**src/rtl/rxf_pkg.sv**
```systemverilog
package rxf_pkg;
  localparam int BYTE_W = 8;
  localparam logic [BYTE_W-1:0] ADDR_BCAST = 8'hFF;
  localparam logic [BYTE_W-1:0] ADDR_NONE  = 8'h00;

  typedef enum logic [1:0] {
    S_LEN   = 2'd0,
    S_BODY  = 2'd1,
    S_DRAIN = 2'd2,
    S_FLUSH = 2'd3
  } rxf_state_t;
endpackage

```
**src/rtl/rxf_addr_match.sv**
```systemverilog
module rxf_addr_match
  import rxf_pkg::*;
(
  input  logic [BYTE_W-1:0] dst,
  input  logic [BYTE_W-1:0] local_addr,
  input  logic              crc_ok,
  output logic              accept
);
  logic dst_hit;

  always_comb begin
    dst_hit = (dst == local_addr) || (dst == ADDR_BCAST);
    accept  = crc_ok && (dst != ADDR_NONE) && dst_hit;
  end
endmodule

```
**src/rtl/rxf_out_hold.sv**
```systemverilog
module rxf_out_hold
  import rxf_pkg::*;
#(
  parameter int WORD_W = 32
) (
  input  logic              clk,
  input  logic              rst_n,
  input  logic              load,
  input  logic [WORD_W-1:0] word_in,
  input  logic [BYTE_W-1:0] src_in,
  input  logic              ready,
  output logic              start,
  output logic [WORD_W-1:0] word,
  output logic [BYTE_W-1:0] src
);
  logic              full_n;
  logic              take;

  always_comb begin
    take   = start && ready;
    full_n = start;
    if (take) full_n = 1'b0;
    if (load) full_n = 1'b1;
  end

  always_ff @(posedge clk or negedge rst_n) begin
    if (!rst_n) start <= 1'b0;
    else        start <= full_n;
  end

  always_ff @(posedge clk or negedge rst_n) begin
    if (!rst_n) begin
      word <= '0;
      src  <= '0;
    end else if (load) begin
      word <= word_in;
      src  <= src_in;
    end
  end

  // offered word stays put until the consumer takes it
  a_r6_hold_stable: assert property (@(posedge clk) disable iff (!rst_n)
    start && !ready |=> start && $stable(word) && $stable(src));
endmodule

```
**src/rtl/rxf_filter.sv**
```systemverilog
module rxf_filter
  import rxf_pkg::*;
#(
  parameter int PAY_BYTES = 4,
  parameter int MAX_LEN   = 127
) (
  input  logic                     clk,
  input  logic                     rst_n,
  input  logic [7:0]               local_addr,
  input  logic                     fifo_has,
  output logic                     byte_req,
  input  logic                     byte_ack,
  input  logic [7:0]               byte_in,
  output logic                     flush_req,
  input  logic                     flush_ack,
  output logic                     out_start,
  input  logic                     out_ready,
  output logic [8*PAY_BYTES-1:0]   out_word,
  output logic [7:0]               out_src
);
  localparam int WORD_W = BYTE_W * PAY_BYTES;
  localparam logic [7:0] FRAME_L = 8'(2 + PAY_BYTES + 2);
  localparam logic [7:0] PAY_END = 8'(2 + PAY_BYTES);
  localparam logic [7:0] MAX_L   = 8'(MAX_LEN);

  // asynchronous assert, synchronous release
  logic [1:0] rs_q;
  logic       srst_n;

  always_ff @(posedge clk or negedge rst_n) begin
    if (!rst_n) rs_q <= 2'b00;
    else        rs_q <= {rs_q[0], 1'b1};
  end
  assign srst_n = rs_q[1];

  rxf_state_t        st_q, st_n;
  logic [7:0]        rem_q, rem_n;
  logic [7:0]        src_q, src_n;
  logic [7:0]        dst_q, dst_n;
  logic [WORD_W-1:0] pay_q, pay_n;
  logic [7:0]        idx;
  logic              accept;
  logic              load;
  logic              fetching;

  rxf_addr_match u_match (
    .dst        (dst_q),
    .local_addr (local_addr),
    .crc_ok     (byte_in[7]),
    .accept     (accept)
  );

  always_comb begin
    fetching  = (st_q != S_FLUSH) && !(st_q == S_LEN && out_start);
    byte_req  = fetching && fifo_has;
    flush_req = (st_q == S_FLUSH);
    idx       = FRAME_L - rem_q;
  end

  always_comb begin
    st_n  = st_q;
    rem_n = rem_q;
    src_n = src_q;
    dst_n = dst_q;
    pay_n = pay_q;
    load  = 1'b0;
    unique case (st_q)
      S_LEN: if (byte_ack) begin
        if (byte_in == 8'd0 || byte_in > MAX_L) begin
          st_n = S_FLUSH;
        end else if (byte_in == FRAME_L) begin
          st_n  = S_BODY;
          rem_n = FRAME_L;
        end else begin
          st_n  = S_DRAIN;
          rem_n = byte_in;
        end
      end
      S_BODY: if (byte_ack) begin
        rem_n = rem_q - 8'd1;
        if (idx == 8'd0) src_n = byte_in;
        if (idx == 8'd1) dst_n = byte_in;
        if (idx >= 8'd2 && idx < PAY_END)
          pay_n = {pay_q[WORD_W-BYTE_W-1:0], byte_in};
        if (rem_q == 8'd1) begin
          load = accept;
          st_n = S_LEN;
        end
      end
      S_DRAIN: if (byte_ack) begin
        rem_n = rem_q - 8'd1;
        if (rem_q == 8'd1) st_n = S_LEN;
      end
      S_FLUSH: if (flush_ack) st_n = S_LEN;
      default: st_n = S_LEN;
    endcase
  end

  always_ff @(posedge clk or negedge srst_n) begin
    if (!srst_n) begin
      st_q  <= S_LEN;
      rem_q <= '0;
      src_q <= '0;
      dst_q <= '0;
      pay_q <= '0;
    end else begin
      st_q  <= st_n;
      rem_q <= rem_n;
      src_q <= src_n;
      dst_q <= dst_n;
      pay_q <= pay_n;
    end
  end

  rxf_out_hold #(.WORD_W(WORD_W)) u_out (
    .clk     (clk),
    .rst_n   (srst_n),
    .load    (load),
    .word_in (pay_n),
    .src_in  (src_q),
    .ready   (out_ready),
    .start   (out_start),
    .word    (out_word),
    .src     (out_src)
  );

  // never ask for a byte the buffer does not hold
  a_r2_no_empty_read: assert property (@(posedge clk) disable iff (!srst_n)
    byte_req |-> fifo_has);
  // a new word only follows a byte delivered on the previous edge
  a_r3_word_after_byte: assert property (@(posedge clk) disable iff (!srst_n)
    $rose(out_start) |-> $past(byte_ack));
  // flush request held until acknowledged, and no reads meanwhile
  a_r9_flush_held: assert property (@(posedge clk) disable iff (!srst_n)
    flush_req && !flush_ack |=> flush_req);
  a_r9_no_read_in_flush: assert property (@(posedge clk) disable iff (!srst_n)
    flush_req |-> !byte_req);
endmodule

```
**config.mk**
```make
export PLATFORM = sky130hd
export DESIGN_NAME = rxf_filter
export DESIGN_NICKNAME = d
export VERILOG_FILES = /design/src/rtl/rxf_pkg.sv /design/src/rtl/rxf_addr_match.sv /design/src/rtl/rxf_out_hold.sv /design/src/rtl/rxf_filter.sv
export SDC_FILE = /design/constraint.sdc
export NUM_CORES = 1
export LEC_CHECK = 0
export ABC_AREA = 1
export ABC_CLOCK_PERIOD_IN_PS = 3850
export BUFFER_PORTS_ARGS = -buffer_cell sky130_fd_sc_hd__buf_2
export CORE_MARGIN = 5
export CORE_UTILIZATION = 55
export CTS_CLUSTER_SIZE = 14
export DETAILED_ROUTE_END_ITERATION = 16
export PLACE_DENSITY_LB_ADDON = 0.1
export SYNTH_ARGS = -nofsm -noshare
export SYNTH_HDL_FRONTEND = slang
export SYNTH_SLANG_ARGS = --single-unit
```
**constraint.sdc**
```tcl
create_clock -name clk -period 3.85 [get_ports clk]
set_input_delay 1.155 -clock clk [delete_from_list [all_inputs] [get_ports clk]]
set_output_delay 1.155 -clock clk [all_outputs]
set_load 0.05 [all_outputs]
```
==> results of run 1 <==
## area by class of cell
type / count / area, um2
Inverter: 59 / 221.5
Clock inverter: 6 / 95.09
Timing Repair Buffer: 70 / 365.4
Multi-Input combinational cell: 388 / 1903
Sequential cell: 101 / 2531
Clock buffer: 10 / 127.6
Tap cell: 108 / 135.1
Fill cell: 755 / 3214
## placed cells by master, fill, tap and decap left out, types with 5 or more instances in the layout
| master | instances |
|---|---|
| and2_1 | 32 |
| buf_2 | 64 |
| buf_4 | 6 |
| clkbuf_8 | 9 |
| dfrtp_1 | 100 |
| ha_1 | 8 |
| inv_1 | 57 |
| nand2_1 | 182 |
| nand3_1 | 43 |
| nand4_1 | 8 |
| nor2_1 | 24 |
| o21ai_0 | 43 |
| o21ai_1 | 10 |
| o21ai_2 | 6 |
| o21bai_1 | 8 |
| xnor2_1 | 5 |
## sequential cells by signal (all words and copies together), names as in the netlist
signal	cells
rem_q	8
u_out.start	1
src_q	8
dst_q	8
st_q	2
u_out.word	32
pay_q	32
rs_q	2
u_out.src	8
## final timing paths
path	to	cells after the start	slack, ns	start
min	rs_q[1]	0	0.37	rs_q[0]
max	byte_req	4	1.05	fifo_has
min reg2reg	rs_q[1]	0	0.37	rs_q[0]
min in group asynchronous	pay_q[19]	0	0.48	rs_q[1]
max reg2reg	src_q[5]	10	1.42	rem_q[0]
max in group asynchronous	u_out.src[0]	1	2.45	rs_q[1]
## through the flow
stage / utilization, % / power, mW / cells / area (um2) / hold WS [ns]
final: 62.59 / 2.839 / 742 / 5379 / 0.3748
after global routing: 62.59 / 3.046 / 742 / 5379 / 0.3929
after CTS: 62.59 / 2.866 / 742 / 5379 / 0.3729
after detailed placement: 60.00 / 2.106 / 726 / 5156 / 0.3411
after global placement: 60.00 / 2.091 / 726 / 5156 / 0.3423
after floorplan: - / 1.925 / 571 / 4777 / 0.3312
## power groups by stage
stage	clock [mW]	combinational, mW	sequential [mW]
after detailed placement	0	0.789	1.32
after floorplan	0	0.634	1.29
final	0.747	0.795	1.30
after global routing	0.814	0.915	1.32
after global placement	0	0.778	1.31
after CTS	0.773	0.796	1.30
## logic make-up (layout without fill, tap and decap cells)
| logic type | Yosys count | in the layout | share of synthesized area (%) |
|---|---|---|---|
| simple gates | 299 | 299 | 27.66 |
| fa+ha+maj | 8 | 8 | 2.095 |
| other cells | 1 | 1 | 0.07850 |
| buf+inv | 82 | 145 | 7.334 |
| flops | 101 | 101 | 52.91 |
| xor+xnor | 6 | 6 | 1.100 |
| compound gates | 74 | 74 | 8.827 |
## per-layer routing
layer | wire [um] | part of all wire (%) | vias to the layer above
li1 | - | - | 1913
met1 | 5218 | 51 | 1753
met2 | 4579 | 44 | 87
met3 | 445 | 4.3 | 6
met4 | 80 | 0.78 | 0
met5 | 0 | 0 | -
==> out/metrics.csv, run 1 <==
metric;value;unit
outcome;finished, final reports clean;
worst slack, placed;1.050;ns
critical path arrival;1.64;ns
relative slew slack;38.02;%
Worst path slowest cell;buf_2;
critical path startpoint category;input pin;
Detail Route Antenna Nets;0;
top cells by count, synth;182 x nand2_1, 101 x dfrtp_1, 57 x inv_1, 43 x nand3_1, 43 x o21ai_0;
delay-heaviest family, CP;buffers and inverters;
grt met1 use;32.56;%
count leader, synth;nand2_1;
Sw Ratio;35.40;%
RSZ-0062 raised after global routing;no;
vias in the first global route;3574;
Root Buffer;clkbuf_8;
die area;10650;um2
vias per cell;5.066;
Setup Skew;0.01032;ns
Initial Util;55.59;%
H-Tree Depth;3;
Starting DRT DRC Count;160;
post-synthesis async set-or-reset flop share;100.0;%
Fin Setup TNS;0;ns
Port Buf Inserts;64;
clock slew at reported path FFs;0.10;ns
Setup CP Type;in2out;
Post-Route WL;10320;um
crit path time final;2.796;ns
leakage dissipation;2.884;nW
period utilisation layout;72.62;%
Avg WL per Cell;13.91;um
later-pin clock latency in the skew report;0.36;ns
GRT overflow;0;
post_cts resized;0;
Buf/Inv on CP;2;
Total GRT Usage;20.89;%
die height;103.2;um
Final Wtd Congestion;0.8369;
dominant cell type by area after synthesis;dfrtp_1;
EDFF count, synth;0;
CP Cell Sequence;buf_2, nand2_1, a21oi_1, buf_2;
Post-Syn Instances;571;
CTS Sinks;101;
sequential area share after synthesis;52.91;%
synthesized flop and latch total;101;
chip width;103.2;um
clock tree buffer depth;2;
leading post-synthesis cells by cell area;dfrtp_1 53%, nand2_1 14%, nand3_1 4.5%, o21ai_0 4.5%, inv_1 4.5%;
vias after detailed routing;3759;
Clk pwr share;26.3;%
Distinct cells, synth;32;
Flop pwr share;45.7;%
Max Cap Viol;0;
largest stage delay on the critical path;0.27;ns
Final setup viols;0;
Post-Syn Nets;601;
CTS tree;yes;
final worst slack;1.054;ns
cts bufs inserted;9;
FMAX;357.7;MHz
Ports;65;
Sw Pwr;1.005;mW
first-pass GRT wire length;17360;um
# nets final;659;
layout cells sized above 1;15.77;%
Worst VDD drop;0.2704;mV
HP Class;reg2reg;
syn avg cell area;8.366;um2
most used flip-flop cell after synthesis;dfrtp_1;
setup bufs post-CTS;0;
P_int;1.834;mW
area delta synth->final;12.60;%
most frequent CP cell;buf_2;
DRC viols;0;
hpwl dp;7105;um
DR pass1 iterations;5;
met3 usage;2.750;%
PwrDens;527.9;nW/um2
power share of the combinational group;28.0;%
endpoint type of the worst setup path;output pin;
Worst EP required;2.69;ns
std cell rows;34;
antenna cell count;0;
M2 GR Usage;30.29;%
area share of the largest cell type after synthesis;52.91;%
largest net degree at the start of global routing;74;
GR peak layer;met1;
worst-path fanout max;1;
Post-Syn Area;4777;um2
initial antenna violation count;0;
YS warnings;0;
Core Area;8593;um2
final-report hold violation count;0;
hold buffer count at cts;0;
Worst-Margin Slew;0.9297;ns
Final Slew Violations;0;
Power figures use the tool's default switching activity.
==> inputs of run 2 (changes only) <==
--- a/config.mk
+++ b/config.mk
@@ -6,7 +6,7 @@
 export NUM_CORES = 1
 export LEC_CHECK = 0
 export ABC_AREA = 1
-export ABC_CLOCK_PERIOD_IN_PS = 3850
+export ABC_CLOCK_PERIOD_IN_PS = 2650
 export BUFFER_PORTS_ARGS = -buffer_cell sky130_fd_sc_hd__buf_2
 export CORE_MARGIN = 5
 export CORE_UTILIZATION = 55
==> constraint.sdc (replaced) <==
create_clock -name clk -period 2.65 [get_ports clk]
set_input_delay 0.795 -clock clk [delete_from_list [all_inputs] [get_ports clk]]
set_output_delay 0.795 -clock clk [all_outputs]
set_load 0.05 [all_outputs]
==> out/metrics.csv, run 2 (synthesis gave the netlist of run 1 again) <==
metric;value;unit;change
Worst-Margin Slew;0.6593;ns;-0.2705 ns
hold buffer count at cts;0;;unchanged
clock slew at reported path FFs;0.11;ns;about the same
largest net degree at the start of global routing;50;;-32%
die height;103.2;um;unchanged
Fin Setup TNS;0;ns;unchanged
antenna cell count;0;;unchanged
Detail Route Antenna Nets;0;;unchanged
relative slew slack;56.05;%;+18 points
Worst path slowest cell;dfrtp_1;;
DRC viols;0;;unchanged
Sw Pwr;1.500;mW;+49%
post_cts resized;0;;unchanged
critical path arrival;1.51;ns;-0.13 ns
P_int;2.499;mW;+36%
area occupied by registers;2531;um2;unchanged
die area;10650;um2;unchanged
hpwl dp;7424;um;+4.5%
HP Class;in2async;;
top flop regs;pay_q x32, u_out.word x32;;
Avg WL per Cell;14.23;um;+2.3%
crit path time final;2.300;ns;
Fill cells;778;;+3.0%
RSZ-0062 raised after global routing;no;;
CTS Sinks;101;;unchanged
Total GRT Usage;21.90;%;+1.0 points
power share of the combinational group;29.9;%;+1.9 points
Pwr Total;4.000;mW;+41%
clock tree buffer depth;2;;unchanged
DR pass1 iterations;4;;-1
PwrDens;739.7;nW/um2;+40%
Final Slew Violations;0;;unchanged
area occupied by multi-input gates;1903;um2;unchanged
delay-heaviest family, CP;flip-flops;;
Starting DRT DRC Count;188;;+18%
Initial Util;55.59;%;unchanged
leakage dissipation;2.903;nW;+0.65%
later-pin clock latency in the skew report;0.38;ns;+0.02 ns
Ports;65;;unchanged
H-Tree Depth;3;;unchanged
area delta synth->final;13.20;%;
FMAX;434.8;MHz;
vias in the first global route;3834;;+7.3%
most frequent cells in the layout;182 x nand2_1, 100 x dfrtp_1, 64 x buf_2;;
Sw Ratio;37.51;%;+2.1 points
Worst VDD drop;0.3651;mV;+35%
largest stage delay on the critical path;0.41;ns;+0.14 ns
vias per cell;5.190;;+2.4%
Root Buffer;clkbuf_8;;
period utilisation layout;86.80;%;
GRT overflow;0;;unchanged
Clk pwr share;23.2;%;-3.1 points
layout cells sized above 1;16.56;%;+0.79 points
worst-path fanout max;3;;+2
Worst EP required;1.86;ns;-0.83 ns
cts bufs inserted;9;;unchanged
std cell rows;34;;unchanged
first-pass GRT wire length;18110;um;+4.3%
Core Area;8593;um2;unchanged
CP Cell Sequence;ha_1, inv_1, nand2_1, a21oi_1, buf_2;;
Setup Skew;0.01348;ns;+0.003156 ns
Post-Route WL;10650;um;+3.1%
Final Wtd Congestion;0.8524;;+1.9%
Final setup viols;0;;unchanged
outcome;finished, final reports clean;;
chip width;103.2;um;unchanged
initial antenna violation count;0;;unchanged
CTS tree;yes;;
critical path startpoint category;flip-flop;;
# nets final;665;;+0.91%
Flop pwr share;46.9;%;+1.2 points
setup bufs post-CTS;0;;unchanged
commonest non-fill, non-tap cell in the layout;nand2_1;;
Setup CP Type;reg2out;;
Max Cap Viol;0;;unchanged
final-report hold violation count;0;;unchanged
Buf/Inv on CP;2;;unchanged
vias after detailed routing;3882;;+3.3%
Port Buf Inserts;64;;unchanged
endpoint type of the worst setup path;output pin;;
run 2: through the flow:
| stage | utilization (%) | instances | hold slack, ns | instance area [um2] | setup slack (ns) |
|---|---|---|---|---|---|
| after floorplan | - | 571 | 0.3311 | 4778 | 0.1402 |
| after global placement | 60.82 | 732 | 0.3389 | 5226 | 0.4316 |
| after detailed placement | 60.82 | 732 | 0.3436 | 5226 | 0.4347 |
| after CTS | 62.93 | 748 | 0.1628 | 5408 | 0.3303 |
| after global routing | 62.93 | 748 | 0.1589 | 5408 | 0.2377 |
| final | 62.93 | 748 | 0.1726 | 5408 | 0.3499 |
run 2: cell type report:
cell class / count / area share (%)
flip-flops and latches: 101 / 46.81
multi-input cells: 388 / 35.19
repair buffers: 76 / 8.052
inverters: 59 / 4.095
well taps: 108 / 2.499
clock buffers: 10 / 2.360
clock inverters: 6 / 0.9949
run 2: worst reg2reg max path, delay by kind of cell (launching register included):
kind	cells	cell delay [ns]
and+or+nand+nor	9	0.92
buffers and inverters	2	0.49
DFF	1	0.43
adders and majority gates	1	0.24
run 2: power by group through the flow:
stage	Combinational [mW]	Sequential (mW)	Clock (mW)
finish	1.19	1.88	0.927
global route	1.38	1.91	1.01
CTS	1.20	1.88	0.951
detailed placement	1.19	1.91	0
global placement	1.16	1.90	0
floorplan	0.922	1.87	0
run 2: worst paths after layout:
path                       startpoint        endpoint  slack [ns]  depth (start not counted)
hold reg to reg               rs_q[1]  u_out.word[19]        0.36                          0
setup reg to reg             rem_q[0]   u_out.word[6]        0.46                         12
setup / recovery              st_q[0]        byte_req        0.35                          5
max in group asynchronous     rs_q[1]  u_out.word[23]        1.56                          1
hold / removal                  rst_n         rs_q[1]        0.17                          1
min in group clk              rs_q[0]         rs_q[1]        0.37                          0
run 2: per-layer routing:
metal | up-vias | wire, um | track usage [%]
met1 | 1861 | 5159 | 31.26
met4 | 0 | 172 | 8.068
li1 | 1925 | - | -
met2 | 81 | 4876 | 34.58
met5 | - | 0 | 0
met3 | 15 | 439 | 2.683
==> inputs of run 3 (changes only) <==
--- a/config.mk
+++ b/config.mk
@@ -9,7 +9,7 @@
 export ABC_CLOCK_PERIOD_IN_PS = 2650
 export BUFFER_PORTS_ARGS = -buffer_cell sky130_fd_sc_hd__buf_2
 export CORE_MARGIN = 5
-export CORE_UTILIZATION = 55
+export CORE_UTILIZATION = 30
 export CTS_CLUSTER_SIZE = 14
 export DETAILED_ROUTE_END_ITERATION = 16
 export PLACE_DENSITY_LB_ADDON = 0.1
==> out/metrics.csv, run 3 (synthesis gave the netlist of run 1 again) <==
metric;value;unit;change
outcome;finished, final reports clean;;
largest stage delay on the critical path;0.41;ns;about the same
Worst-Margin Slew;0.6076;ns;-0.05169 ns
chip width;136.2;um;+32%
CTS tree;yes;;
logic depth of the worst path, buffers included;5;;unchanged
top flop regs;pay_q x32, u_out.word x32;;
area delta synth->final;20.27;%;
RSZ-0062 raised after global routing;no;;
hold buffer count at cts;0;;unchanged
Avg WL per Cell;14.22;um;about the same
most frequent cells in the layout;182 x nand2_1, 100 x dfrtp_1, 64 x buf_2;;
Detail Route Antenna Nets;0;;unchanged
cts bufs inserted;9;;unchanged
Placed Area;5411;um2;+3.5%
DRC viols;0;;unchanged
Fin Setup TNS;0;ns;unchanged
crit path time final;2.266;ns;-0.03414 ns
std cell rows;46;;+35%
Total GRT Usage;14.12;%;-7.8 points
Ports;65;;unchanged
relative slew slack;59.50;%;+3.4 points
endpoint type of the worst setup path;output pin;;
leakage dissipation;2.997;nW;+3.2%
RR Startpoint;rem_q[0];;
final instance area;5746;um2;+6.2%
antenna cell count;0;;unchanged
grt met1 use;19.73;%;-12 points
critical path startpoint category;flip-flop;;
area occupied by multi-input gates;1911;um2;+0.39%
GR peak layer;met2;;
CTS Sinks;101;;unchanged
M2 GR Usage;21.60;%;-13 points
Worst path slowest cell;dfrtp_1;;
R2R Path End;pay_q[25];;
Post-Route WL;12220;um;+15%
largest net degree at the start of global routing;46;;-8.0%
final-report hold violation count;0;;unchanged
PwrDens;798.3;nW/um2;+7.9%
worst reg2reg path depth;11;;-1
clock slew at reported path FFs;0.07;ns;-0.04 ns
Setup crit end;byte_req;;
worst-path fanout max;3;;unchanged
die area;18550;um2;+74%
setup bufs post-CTS;0;;unchanged
GRT overflow;0;;unchanged
H-Tree Depth;3;;unchanged
Buf/Inv on CP;2;;unchanged
Final setup viols;0;;unchanged
Root Buffer;clkbuf_16;;
Max Cap Viol;0;;unchanged
DR pass1 iterations;4;;unchanged
CP Launch Point;st_q[0];;
Worst VDD drop;0.3698;mV;+1.3%
later-pin clock latency in the skew report;0.35;ns;-0.03 ns
Fill cells;1719;;+120%
post_cts resized;0;;unchanged
critical path arrival;1.47;ns;-0.04 ns
Final Wtd Congestion;0.8316;;-2.4%
Core Area;15770;um2;+84%
met3 usage;3.442;%;+0.76 points
area occupied by registers;2531;um2;unchanged
commonest non-fill, non-tap cell in the layout;nand2_1;;
Initial Util;30.29;%;-25 points
hpwl dp;8466;um;+14%
layout cells sized above 1;17.11;%;+0.54 points
delay-heaviest family, CP;flip-flops;;
CP Cell Sequence;ha_1, inv_1, nand2_1, a21oi_1, buf_2;;
vias in the first global route;3902;;+1.8%
# nets final;669;;+0.60%
Final Slew Violations;0;;unchanged
first-pass GRT wire length;20430;um;+13%
vias per cell;4.395;;-15%
die height;136.2;um;+32%
clock tree buffer depth;2;;unchanged
Setup CP Type;reg2out;;
vias after detailed routing;3775;;-2.8%
initial antenna violation count;0;;unchanged
Worst EP required;1.86;ns;about the same
Starting DRT DRC Count;310;;+65%
Setup Skew;0.01019;ns;-0.003295 ns
Port Buf Inserts;64;;unchanged
FMAX;441.3;MHz;+1.5%
HP Class;in2async;;
Reg2Reg Setup Slack;0.49;ns;+0.03 ns
period utilisation layout;85.51;%;-1.3 points
==> run 3: power by group <==
group	switching, mW	internal (mW)	leakage [nW]	total, mW
Clock	0.580	0.900	0.161	1.48
Sequential	0.145	1.74	1.26	1.88
Combinational	0.814	0.411	1.57	1.23
==> run 3: worst min-delay path by stage <==
stage | start | end | cells after the start
floorplan | rs_q[0] | rs_q[1] | 0
global placement | rs_q[0] | rs_q[1] | 0
detailed placement | rs_q[0] | rs_q[1] | 0
CTS | rst_n | rs_q[1] | 1
global route | rst_n | rs_q[1] | 1
finish | rst_n | rs_q[1] | 1
==> run 3: worst reg2reg max path, stage by stage (launching register included) <==
cell,delay (ns)
dfrtp_1,0.42
inv_1,0.22
ha_1,0.28
inv_1,0.06
nand2_1,0.07
nand2_1,0.07
nand2_1,0.08
nand4_2,0.12
nor2_2,0.24
buf_12,0.21
nand2_1,0.10
and2_1,0.16
==> run 3: cell type report <==
cell class	instances	area share [%]
Tap cell	216	4.704
Inverter	59	3.855
Sequential cell	101	44.05
Clock buffer	12	4.639
Timing Repair Buffer	80	8.319
Clock inverter	3	1.176
Multi-Input combinational cell	388	33.25
==> run 3: stage by stage <==
step	power [mW]	worst slack, ns	instances	hold slack (ns)	util, %
after CTS	4.642	0.3616	859	0.2022	36.43
final	4.587	0.3840	859	0.2209	36.43
after global routing	4.923	0.2743	859	0.2011	36.43
after detailed placement	3.133	0.5146	844	0.3357	34.31
after global placement	3.130	0.5218	844	0.3384	34.31
after floorplan	2.796	0.1402	571	0.3311	-
==> run 3: per-layer routing <==
layer	vias up	part of all wire (%)
met2	74	45
met3	14	4.5
li1	1924	-
met1	1763	49
met4	0	1.5
met5	-	0
